<file path="src/rtl/dither_pkg.sv">
package dither_pkg;
  // Strobes sent from the phase control to the code datapath
  typedef struct packed {
    logic advance;      // a rate tick on this cycle
    logic periodStart;  // tick that closes phase last and opens a new period
  } ctrlBus_t;
endpackage

</file>
<file path="src/rtl/dither_ctrl.sv">
module dither_ctrl
  import dither_pkg::*;
#(
  parameter int PH_W = 2
) (
  input  logic            clk,
  input  logic            rstN,
  input  logic            rateTick,
  output logic [PH_W-1:0] phase,
  output ctrlBus_t        bus
);
  localparam logic [PH_W-1:0] LAST_PHASE = '1;

  always_ff @(posedge clk) begin
    if (!rstN)         phase <= '0;
    else if (rateTick) phase <= phase + 1'b1;
  end

  always_comb begin
    bus.advance     = rateTick;
    bus.periodStart = rateTick && (phase == LAST_PHASE);
  end
endmodule

</file>
<file path="src/rtl/dither_pattern.sv">
module dither_pattern #(
  parameter int PH_W = 2
) (
  input  logic [PH_W-1:0] phase,
  input  logic [PH_W-1:0] frac,
  output logic            useUpper
);
  logic [PH_W-1:0] revPhase;
  logic [PH_W:0]   sum;

  // bit-reversed phase orders the upper slots so they spread evenly
  for (genvar i = 0; i < PH_W; i++) begin : g_rev
    assign revPhase[i] = phase[PH_W-1-i];
  end

  // upper code when revPhase >= 2**PH_W - frac
  assign sum      = {1'b0, revPhase} + {1'b0, frac};
  assign useUpper = sum[PH_W];
endmodule

</file>
<file path="src/rtl/dither_dp.sv">
module dither_dp
  import dither_pkg::*;
#(
  parameter int                CODE_W     = 18,
  parameter int                PH_W       = 2,
  parameter logic [CODE_W-1:0] RESET_CODE = '0
) (
  input  logic                   clk,
  input  logic                   rstN,
  input  ctrlBus_t               bus,
  input  logic [PH_W-1:0]        phase,
  input  logic [CODE_W-1:0]      codeIn,
  input  logic                   codeLoad,
  output logic [CODE_W-PH_W-1:0] coarseOut
);
  localparam int COARSE_W = CODE_W - PH_W;

  logic [CODE_W-1:0]   stagedCode;
  logic [CODE_W-1:0]   activeCode;
  logic [COARSE_W-1:0] base;
  logic [PH_W-1:0]     frac;
  logic                useUpper;
  logic                atTop;

  always_ff @(posedge clk) begin
    if (!rstN) begin
      stagedCode <= RESET_CODE;
      activeCode <= RESET_CODE;
    end else begin
      if (codeLoad)        stagedCode <= codeIn;
      if (bus.periodStart) activeCode <= codeLoad ? codeIn : stagedCode;
    end
  end

  assign base  = activeCode[CODE_W-1:PH_W];
  assign frac  = activeCode[PH_W-1:0];
  assign atTop = &base;

  dither_pattern #(.PH_W(PH_W)) i_pattern (
    .phase    (phase),
    .frac     (frac),
    .useUpper (useUpper)
  );

  assign coarseOut = (useUpper && !atTop) ? base + 1'b1 : base;
endmodule

</file>
<file path="src/rtl/fine_code_interp.sv">
module fine_code_interp
  import dither_pkg::*;
#(
  parameter int                CODE_W     = 18,
  parameter int                FRAC_W     = 2,
  parameter logic [CODE_W-1:0] RESET_CODE = '0
) (
  input  logic                     clk,
  input  logic                     rstN,
  input  logic [CODE_W-1:0]        codeIn,
  input  logic                     codeLoad,
  input  logic                     rateTick,
  output logic [CODE_W-FRAC_W-1:0] coarseOut
);
  ctrlBus_t          ctrlBus;
  logic [FRAC_W-1:0] phase;

  dither_ctrl #(.PH_W(FRAC_W)) i_ctrl (
    .clk      (clk),
    .rstN     (rstN),
    .rateTick (rateTick),
    .phase    (phase),
    .bus      (ctrlBus)
  );

  dither_dp #(
    .CODE_W     (CODE_W),
    .PH_W       (FRAC_W),
    .RESET_CODE (RESET_CODE)
  ) i_dp (
    .clk       (clk),
    .rstN      (rstN),
    .bus       (ctrlBus),
    .phase     (phase),
    .codeIn    (codeIn),
    .codeLoad  (codeLoad),
    .coarseOut (coarseOut)
  );
endmodule

</file>
<file path="config.mk">
export PLATFORM = sky130hd
export DESIGN_NAME = fine_code_interp
export DESIGN_NICKNAME = d
export VERILOG_FILES = /design/src/rtl/dither_pkg.sv /design/src/rtl/dither_ctrl.sv /design/src/rtl/dither_pattern.sv /design/src/rtl/dither_dp.sv /design/src/rtl/fine_code_interp.sv
export SDC_FILE = /design/constraint.sdc
export NUM_CORES = 1
export LEC_CHECK = 0
export BUFFER_PORTS_ARGS = -buffer_cell sky130_fd_sc_hd__clkbuf_2
export CAP_MARGIN = 0
export CORE_AREA = 10 10 87 59
export CTS_CLUSTER_SIZE = 20
export DETAILED_ROUTE_END_ITERATION = 8
export DIE_AREA = 0 0 97 69
export PLACE_DENSITY = 0.81
export SLEW_MARGIN = 0
export SYNTH_ARGS = -nofsm -noshare
export SYNTH_HDL_FRONTEND = slang
export SYNTH_SLANG_ARGS = --single-unit
export TNS_END_PERCENT = 100
</file>
<file path="constraint.sdc">
create_clock -name clk -period 2.5 [get_ports clk]
set_input_delay 0.5 -clock clk [delete_from_list [all_inputs] [get_ports clk]]
set_output_delay 0.5 -clock clk [all_outputs]
set_load 0.01 [all_outputs]
</file>
## Word-level counts from Yosys, hierarchy flattened

Cells that the tools add are included.
W data, S select, Z words.

| storage, ports and cells | value |
|---|---|
| bits in registers | 38 |

| operators by class | value |
|---|---|
| add/subtract/negate cells | 3 |
| reductions and logical operators | 4 |
| equal/unequal tests | 1 |
| muxes and demuxes | 2 |

Operator list:

| operator | number |
|---|---|
| $mux W18 | 1 |
| $add A16 B1 Y16 const B | 1 |
| $mux W16 | 1 |
| $reduce_and A16 Y1 | 1 |
| $add A2 B2 Y3 | 1 |
| $add A2 B1 Y2 const B | 1 |
| $eq A2 B2 Y1 const B | 1 |
| $logic_and A1 B1 Y1 | 2 |
| $logic_not A1 Y1 | 1 |

## Longest topological paths before layout

Gate-level depths: netlist of run 1.

| depth | value |
|---|---|
| depth in word-level cells | 4 |
| depth in mapped cells | 6 |
| mapped depth without buffers | 5 |

## By module

A second synthesis of run 1 with hierarchy kept.

| unflattened totals | value |
|---|---|
| cell total of the unflattened synthesis | 185 |
| area total of the unflattened synthesis | 1858.0 um2 |

Modules (own cells, without submodules):

| module | area an instance (um2) | instances | seq. area each (um2) | cells each |
|---|---|---|---|---|
| dither_dp | 1737.9 | 1 | 720.7 | 174 |
| dither_ctrl | 98.8 | 1 | 40.0 | 9 |
| dither_pattern | 21.3 | 1 | 0.0 | 2 |

## Least setup slack after synthesis of run 1

No wires, ideal clock.

| path | value |
|---|---|
| path type | reg2out |
| start point | reg i_dp.activeCode[2] |
| end point | out coarseOut[6] |
| required time | 2000 ps |
| cell stages (with the launch flop) | 6 |
| path slack | 478 ps |
| arrival | 1522 ps |
| cells stage by stage | dfxtp_1 -> ha_1 -> nand3_2 -> o41ai_4 -> nor3_1 -> xor2_1 |

| between the ends | value |
|---|---|
| word-level cells in the longest chain between the ends | 4 |
| elaborated cells on any way between the ends | 5 |
| classes of those cells | add/sub (1); mux (1); reduce/logical (3) |

RTL lines:

| element | line | text |
|---|---|---|
| start: declaration | dither_dp.sv:19 | `logic [CODE_W-1:0] activeCode;` |
| start signal: assignment | dither_dp.sv:31 | `if (bus.periodStart) activeCode <= codeLoad ? codeIn : stagedCode;` |
| branches (longest 3 deep; another with $add A16 B1 Y16) | n/a |  |
| $mux W16 (*) | dither_dp.sv:45 | `assign coarseOut = (useUpper && !atTop) ? base + 1'b1 : base;` |
| end: declaration | fine_code_interp.sv:13 | `output logic [CODE_W-FRAC_W-1:0] coarseOut` |

Mark *: on every way between the ends.

## Final worst setup path of run 1

| path | value |
|---|---|
| start point | reg i_dp.activeCode[16] |
| end point | out coarseOut[1] |

| between the ends | value |
|---|---|
| word-level cells in the longest chain between the ends | 4 |

RTL lines:

| element | line | text |
|---|---|---|
| $reduce_and A16 Y1 | dither_dp.sv:37 | `assign atTop = &base;` |
| $logic_not A1 Y1 | dither_dp.sv:45 |  |
| $logic_and A1 B1 Y1 | dither_dp.sv:45 |  |
| $mux W16 | dither_dp.sv:45 |  |

No other way between the ends.

==> results by group, run 1 <==
Die
  • IO Count: 38
  • Die height: 69 µm
  • Num rows: 17
  • Die ar.: 6690 µm²
  • Starting Density: 51.0%
  • Die width: 97 µm
  • Core ar.: 3550 µm²

GRT
  • Grt ovf: 0
  • GRT Util Overall: 11.7%
  • First-pass GRT wire length: 6870 µm
  • Vias in the first global route: 1,404
  • Initial antenna violation count: 0
  • Largest net degree at the start of global routing: 39

Synthesis
  • Synthesized flop and latch total: 38
  • Post-synthesis simple-gate area fraction: 21.8%
  • Post-synth top area cell: dfxtp_1
  • Largest family of logic cells by synthesized area: simple AND/OR/NAND/NOR gates
  • Mux cell area share after synthesis: 11.7%
  • Adder-Cell Fraction of Synth Area: 2.07%
  • Distinct cell type count of the synthesized netlist: 30
  • Top-area cell type share of the netlist area: 42.0%
  • Mapped Nets: 206
  • Synth Area in Compound Gates: 14.0%
  • Post-Syn Area per Cell: 10.0 µm²
  • Post-synth top flop: dfxtp_1
  • Synthesis Warnings: 0
  • Sequential element share of the synthesized area: 42.0%
  • Post-synthesis xor/xnor area fraction: 5.81%
  • Synth Instances: 181
  • Area of the mapped netlist: 1810 µm²
  • Synth top area cells: dfxtp_1 42%, mux2i_1 11%, o211a_1 10%
  • Post-synth EDFFs: 0
  • Ys async rst share: 0%

Power and ir drop
  • PwrDens: 559 nW/µm²
  • Leak: 1.19 nW
  • Maximum vdd drop: 0.400 mV

CTS
  • CTS root buf: clkbuf_8
  • CTS buffer count: 5
  • Worst-skew pair later-pin latency: 0.29 ns
  • Clock sinks: 38
  • CTS tree: done
  • Clock-pin slew on the worst setup and hold paths: 0.08 ns
  • CTS Hold Bufs: 0
  • Clock buffer depth: 2
  • CTS H-Tree Depth: 2

Placed design
  • I/O Buffers: 37
  • Gpl congestion: 0.863
  • Placed insts: 256
  • DPL Wire Length: 2870 µm

Finish
  • Final #Nets: 246
  • Filler Cells Inserted: 297
  • # diodes: 0
  • Cell Count, Final, Fillers Out: 269
  • Most frequent cells in the layout: 35 x clkbuf_2, 28 x dfxtp_1, 24 x nand2_1
  • Layout cells sized above 1: 33.3%
  • Commonest non-fill, non-tap cell in the layout: clkbuf_2
  • Synthesis-to-layout area growth: 25.3%

Critical path
  • R2R Setup Slk: 0.92 ns
  • Setup CP Type: reg2out
  • Required time worst endpoint: 2.00 ns
  • Worst Path Max Fanout: 5
  • Setup crit end kind: output pin
  • Critical Path AT: 1.94 ns
  • Crit start category: flop

Outcome
  • Status: finished, final reports clean

Hold path
  • Hold crit path type: in2reg

Drt
  • Drt first pass iters: 4
  • DRC errors left: 0
  • WL final: 4090 µm
  • WL per Instance: 15.2 µm
  • Via count: 1,444
  • Final ANT Viol Nets: 0
  • Vias per cell: 5.37
  • DR iter-0 viols: 81

STA
  • RSZ-0062 raised after global routing: true
  • Tmin final: 2.44 ns
  • Hold violation count in the final report: 0
  • Setup_tns: 0 ns
  • Slew margin rel.: 54.8%
  • Setup Viol. Count Final: 0
  • Slew @ Worst Pin: 0.678 ns
  • Count of final max-slew check failures: 0
  • Skew final: 0.0116 ns
  • Final period util: 97.4%
  • Fmax achieved: 0.410 GHz

Job
  • Maxcap violations: 0
-- layout make-up --
cell class | count | area (µm²) | area share [%]
Multi-Input combinational cell | 131 | 1070 | 47.3
Inverter | 2 | 7.51 | 0.331
Clock buffer | 5 | 68.8 | 3.03
Sequential cell | 38 | 778 | 34.3
Timing Repair Buffer | 43 | 243 | 10.7
Tap cell | 47 | 58.8 | 2.59
Clock inverter | 3 | 40.0 | 1.77
-- power breakdown --
| part | switching, mW | internal (mW) | total (mW) | leakage, nW |
|---|---|---|---|---|
| Combinational | 0.0545 | 0.0553 | 0.110 | 0.821 |
| Clock | 0.218 | 0.294 | 0.511 | 0.0579 |
| Sequential | 0.0176 | 0.630 | 0.648 | 0.316 |
| Total | 0.290 | 0.979 | 1.27 | 1.19 |
-- synthesized netlist by cell type (all sizes together), types with 2 or more instances --
master and number:
ha 3, o211a 18, mux2 2, inv 2, buf 2, nor2 3
and2 2, nor2b 19, nand2 24, xnor2 8, nand4 9, dfxtp 38
nand3 6, a31oi 2, clkbuf 8, mux2i 19, nor3 4, xor2 4
-- final timing paths --
check                                   startpoint                               to  cells after the start
setup / recovery  i_dp.activeCode[16]$_SDFFE_PN0P_                     coarseOut[1]                      7
hold / removal                          codeIn[13]   i_dp.stagedCode[13]$_SDFF_PN0_                      3
setup reg to reg      i_ctrl.phase[1]$_SDFFE_PN0P_  i_dp.activeCode[6]$_SDFFE_PN0P_                      5
hold reg to reg     i_dp.stagedCode[16]$_SDFF_PN0_   i_dp.stagedCode[16]$_SDFF_PN0_                      2
-- worst max-delay path, stage by stage, from the launching register on --
cell and delay [ns]:
dfxtp_2 0.36, nand4_1 0.22, buf_4 0.22, o41ai_4 0.39, buf_4 0.20, nand2_1 0.05
nand2_1 0.07, buf_2 0.13
-- per-stage QoR --
step           hold WS, ns  power, mW  utilization (%)  setup slack, ns  instance area, µm²
6_report             0.485       1.27             63.9           0.0638                2270
5_1_grt              0.503       1.32             63.9          -0.0759                2270
4_1_cts              0.492       1.27             61.1         0.000274                2170
3_5_place_dp         0.498      0.764             57.3            0.221                2030
3_3_place_gp         0.493      0.760             57.3            0.293                2030
2_1_floorplan        0.476      0.727                -            0.478                1810
-- registers in the layout, summed over array words and instances (netlist names) --
name / count
i_dp.activeCode: 18
i_dp.stagedCode: 18
i_ctrl.phase: 2
-- routing by layer --
layer  up-vias  routed length (µm)  GRT usage (%)
li1        722                   -              -
met1       685                2090           15.8
met2        34                1720           17.0
met3         3                 252           4.76
met4         0                  25           2.42
met5         -                   0              0
-- kinds of logic after synthesis --
| kind of cell | count (synthesis) |
|---|---|
| mux | 21 |
| flops | 38 |
| fa+ha+maj | 3 |
| simple gates | 70 |
| xor+xnor | 12 |
| buf+inv | 12 |
| compound gates | 25 |
-- timing repair --
action	4_1_cts	5_1_grt
endpoints found under the setup margin	10	15
resized for setup	5	19
buffers inserted	1	4
pin swaps	4	5
Note: power is estimated with default switching activity, not from simulation.
==> inputs of run 2 (changes only) <==
- REMOVE_ABC_BUFFERS: unset -> 1
==> run 2 against run 1 <==
Against the previous run:
- clock skew decreased by 0.0056 ns
- setup slack improved by 0.061 ns
- via count decreased by 3.0%
- sequential cell count unchanged
- die area unchanged
- core utilization decreased by 0.95 points
- sequential share of layout area increased by 0.18 points
- clock power decreased by 1%
==> results by group, run 2 (synthesized netlist as in run 1, its figures left out) <==
CTS
  • CTS buffer count: 5
  • CTS root buf: clkbuf_8
  • CTS Hold Bufs: 0
  • Clock sinks: 38
  • Worst-skew pair later-pin latency: 0.29 ns
  • CTS H-Tree Depth: 2
  • Clock-pin slew on the worst setup and hold paths: 0.07 ns
  • Clock buffer depth: 2
  • CTS tree: done

Finish
  • Commonest non-fill, non-tap cell in the layout: clkbuf_2
  • Layout cells sized above 1: 31.8%
  • # diodes: 0
  • Post-layout util: 62.9%
  • Final #Nets: 244
  • Cell Count, Final, Fillers Out: 267
  • Leading registers by flop count: i_dp.activeCode: 18 flops, i_dp.stagedCode: 18 flops, i_ctrl.phase: 2 flops
  • Synthesis-to-layout area growth: 23.4%
  • Most frequent cells in the layout: 37 x clkbuf_2, 30 x dfxtp_1, 24 x nand2_1

STA
  • Setup Viol. Count Final: 0
  • Slew margin rel.: 58.4%
  • Final WS setup: 0.124 ns
  • Slew @ Worst Pin: 0.624 ns
  • Final period util: 95.0%
  • Hold violation count in the final report: 0
  • Setup_tns: 0 ns
  • Count of final max-slew check failures: 0
  • Fmax achieved: 0.421 GHz
  • Tmin final: 2.38 ns
  • Skew final: 0.00599 ns

Placed design
  • DPL Wire Length: 2680 µm
  • I/O Buffers: 37
  • Gpl congestion: 0.776
  • Placed insts: 257
  • Worst slack at placement: 0.218 ns

Job
  • Maxcap violations: 0

GRT
  • GRT Util Overall: 11.6%
  • Vias in the first global route: 1,431
  • Grt ovf: 0
  • Initial antenna violation count: 0
  • Largest net degree at the start of global routing: 39
  • First-pass GRT wire length: 6570 µm

Power and ir drop
  • Maximum vdd drop: 0.402 mV
  • PwrDens: 563 nW/µm²
  • Leak: 1.18 nW
  • Final Power: 1.26 mW

Drt
  • Vias per cell: 5.25
  • Final ANT Viol Nets: 0
  • DRC errors left: 0
  • DR iter-0 viols: 78
  • Drt first pass iters: 4
  • Via count: 1,401
  • WL per Instance: 14.0 µm
  • WL final: 3730 µm

Critical path
  • Setup CP Type: reg2out
  • Critical path, cell by cell: nand4_4, o41ai_4, nor3_1, xor2_1, clkbuf_2
  • CP max stage delay: 0.49 ns
  • CP max stage cell: o41ai_4
  • Setup crit end kind: output pin
  • Crit start category: flop
  • Worst Path Max Fanout: 6
  • Critical Path AT: 1.88 ns
  • Required time worst endpoint: 2.00 ns

Hold path
  • Hold crit path type: in2reg

Outcome
  • Status: finished, final reports clean

Die
  • Starting Density: 51.0%
  • Die height: 69 µm
  • Die ar.: 6690 µm²
  • IO Count: 38
  • Die width: 97 µm
  • Core ar.: 3550 µm²
  • Num rows: 17
[run 2: what timing repair did]
item                                   in CTS  in global routing
setup endpoints to repair                   6                 14
setup buffers                               1                  1
gates resized for setup                     4                 14
pin swaps                                   2                  5
endpoints found under the hold margin       0                  0
[run 2: path summary, 6_finish.rpt]
kind	start	to	slack [ns]	cells past startpoint
max reg2reg	i_ctrl.phase[1]$_SDFFE_PN0P_	i_dp.activeCode[8]$_SDFFE_PN0P_	1.23	5
min	codeIn[10]	i_dp.stagedCode[10]$_SDFF_PN0_	0.49	3
min reg2reg	i_dp.stagedCode[15]$_SDFF_PN0_	i_dp.stagedCode[15]$_SDFF_PN0_	0.52	2
max	i_dp.activeCode[6]$_SDFFE_PN0P_	coarseOut[6]	0.12	5
[run 2: through the flow]
stage	hold slack, ns	area, µm²
final	0.489	2230
after global routing	0.512	2230
after CTS	0.489	2160
after detailed placement	0.506	2030
after global placement	0.494	2030
after floorplan	0.476	1770
[run 2: area by class of cell]
type	count	area, µm²
well taps	47	58.8
clock buffers	5	68.8
clock inverters	3	40.0
repair buffers	41	215
multi-input cells	131	1070
flip-flops and latches	38	771
inverters	2	7.51
fillers	299	1320
[run 2: critical path: cells and delay by family (launching register included)]
kind,cells,cell delay [ns]
DFF,1,0.42
and+or+nand+nor,2,0.29
buffers and inverters,1,0.17
xor gates and xnor gates,1,0.21
AOI/OAI and AO/OA,1,0.49
[run 2: power breakdown]
part / total [mW] / switching, mW / internal (mW)
combinational: 0.106 / 0.0524 / 0.0537
clock: 0.504 / 0.210 / 0.293
sequential: 0.649 / 0.0176 / 0.632
[run 2: routing by layer]
layer	global-route usage, %	wire, µm
met5	0	0
met4	4.52	57
met3	5.36	310
met2	17.7	1560
met1	13.6	1800
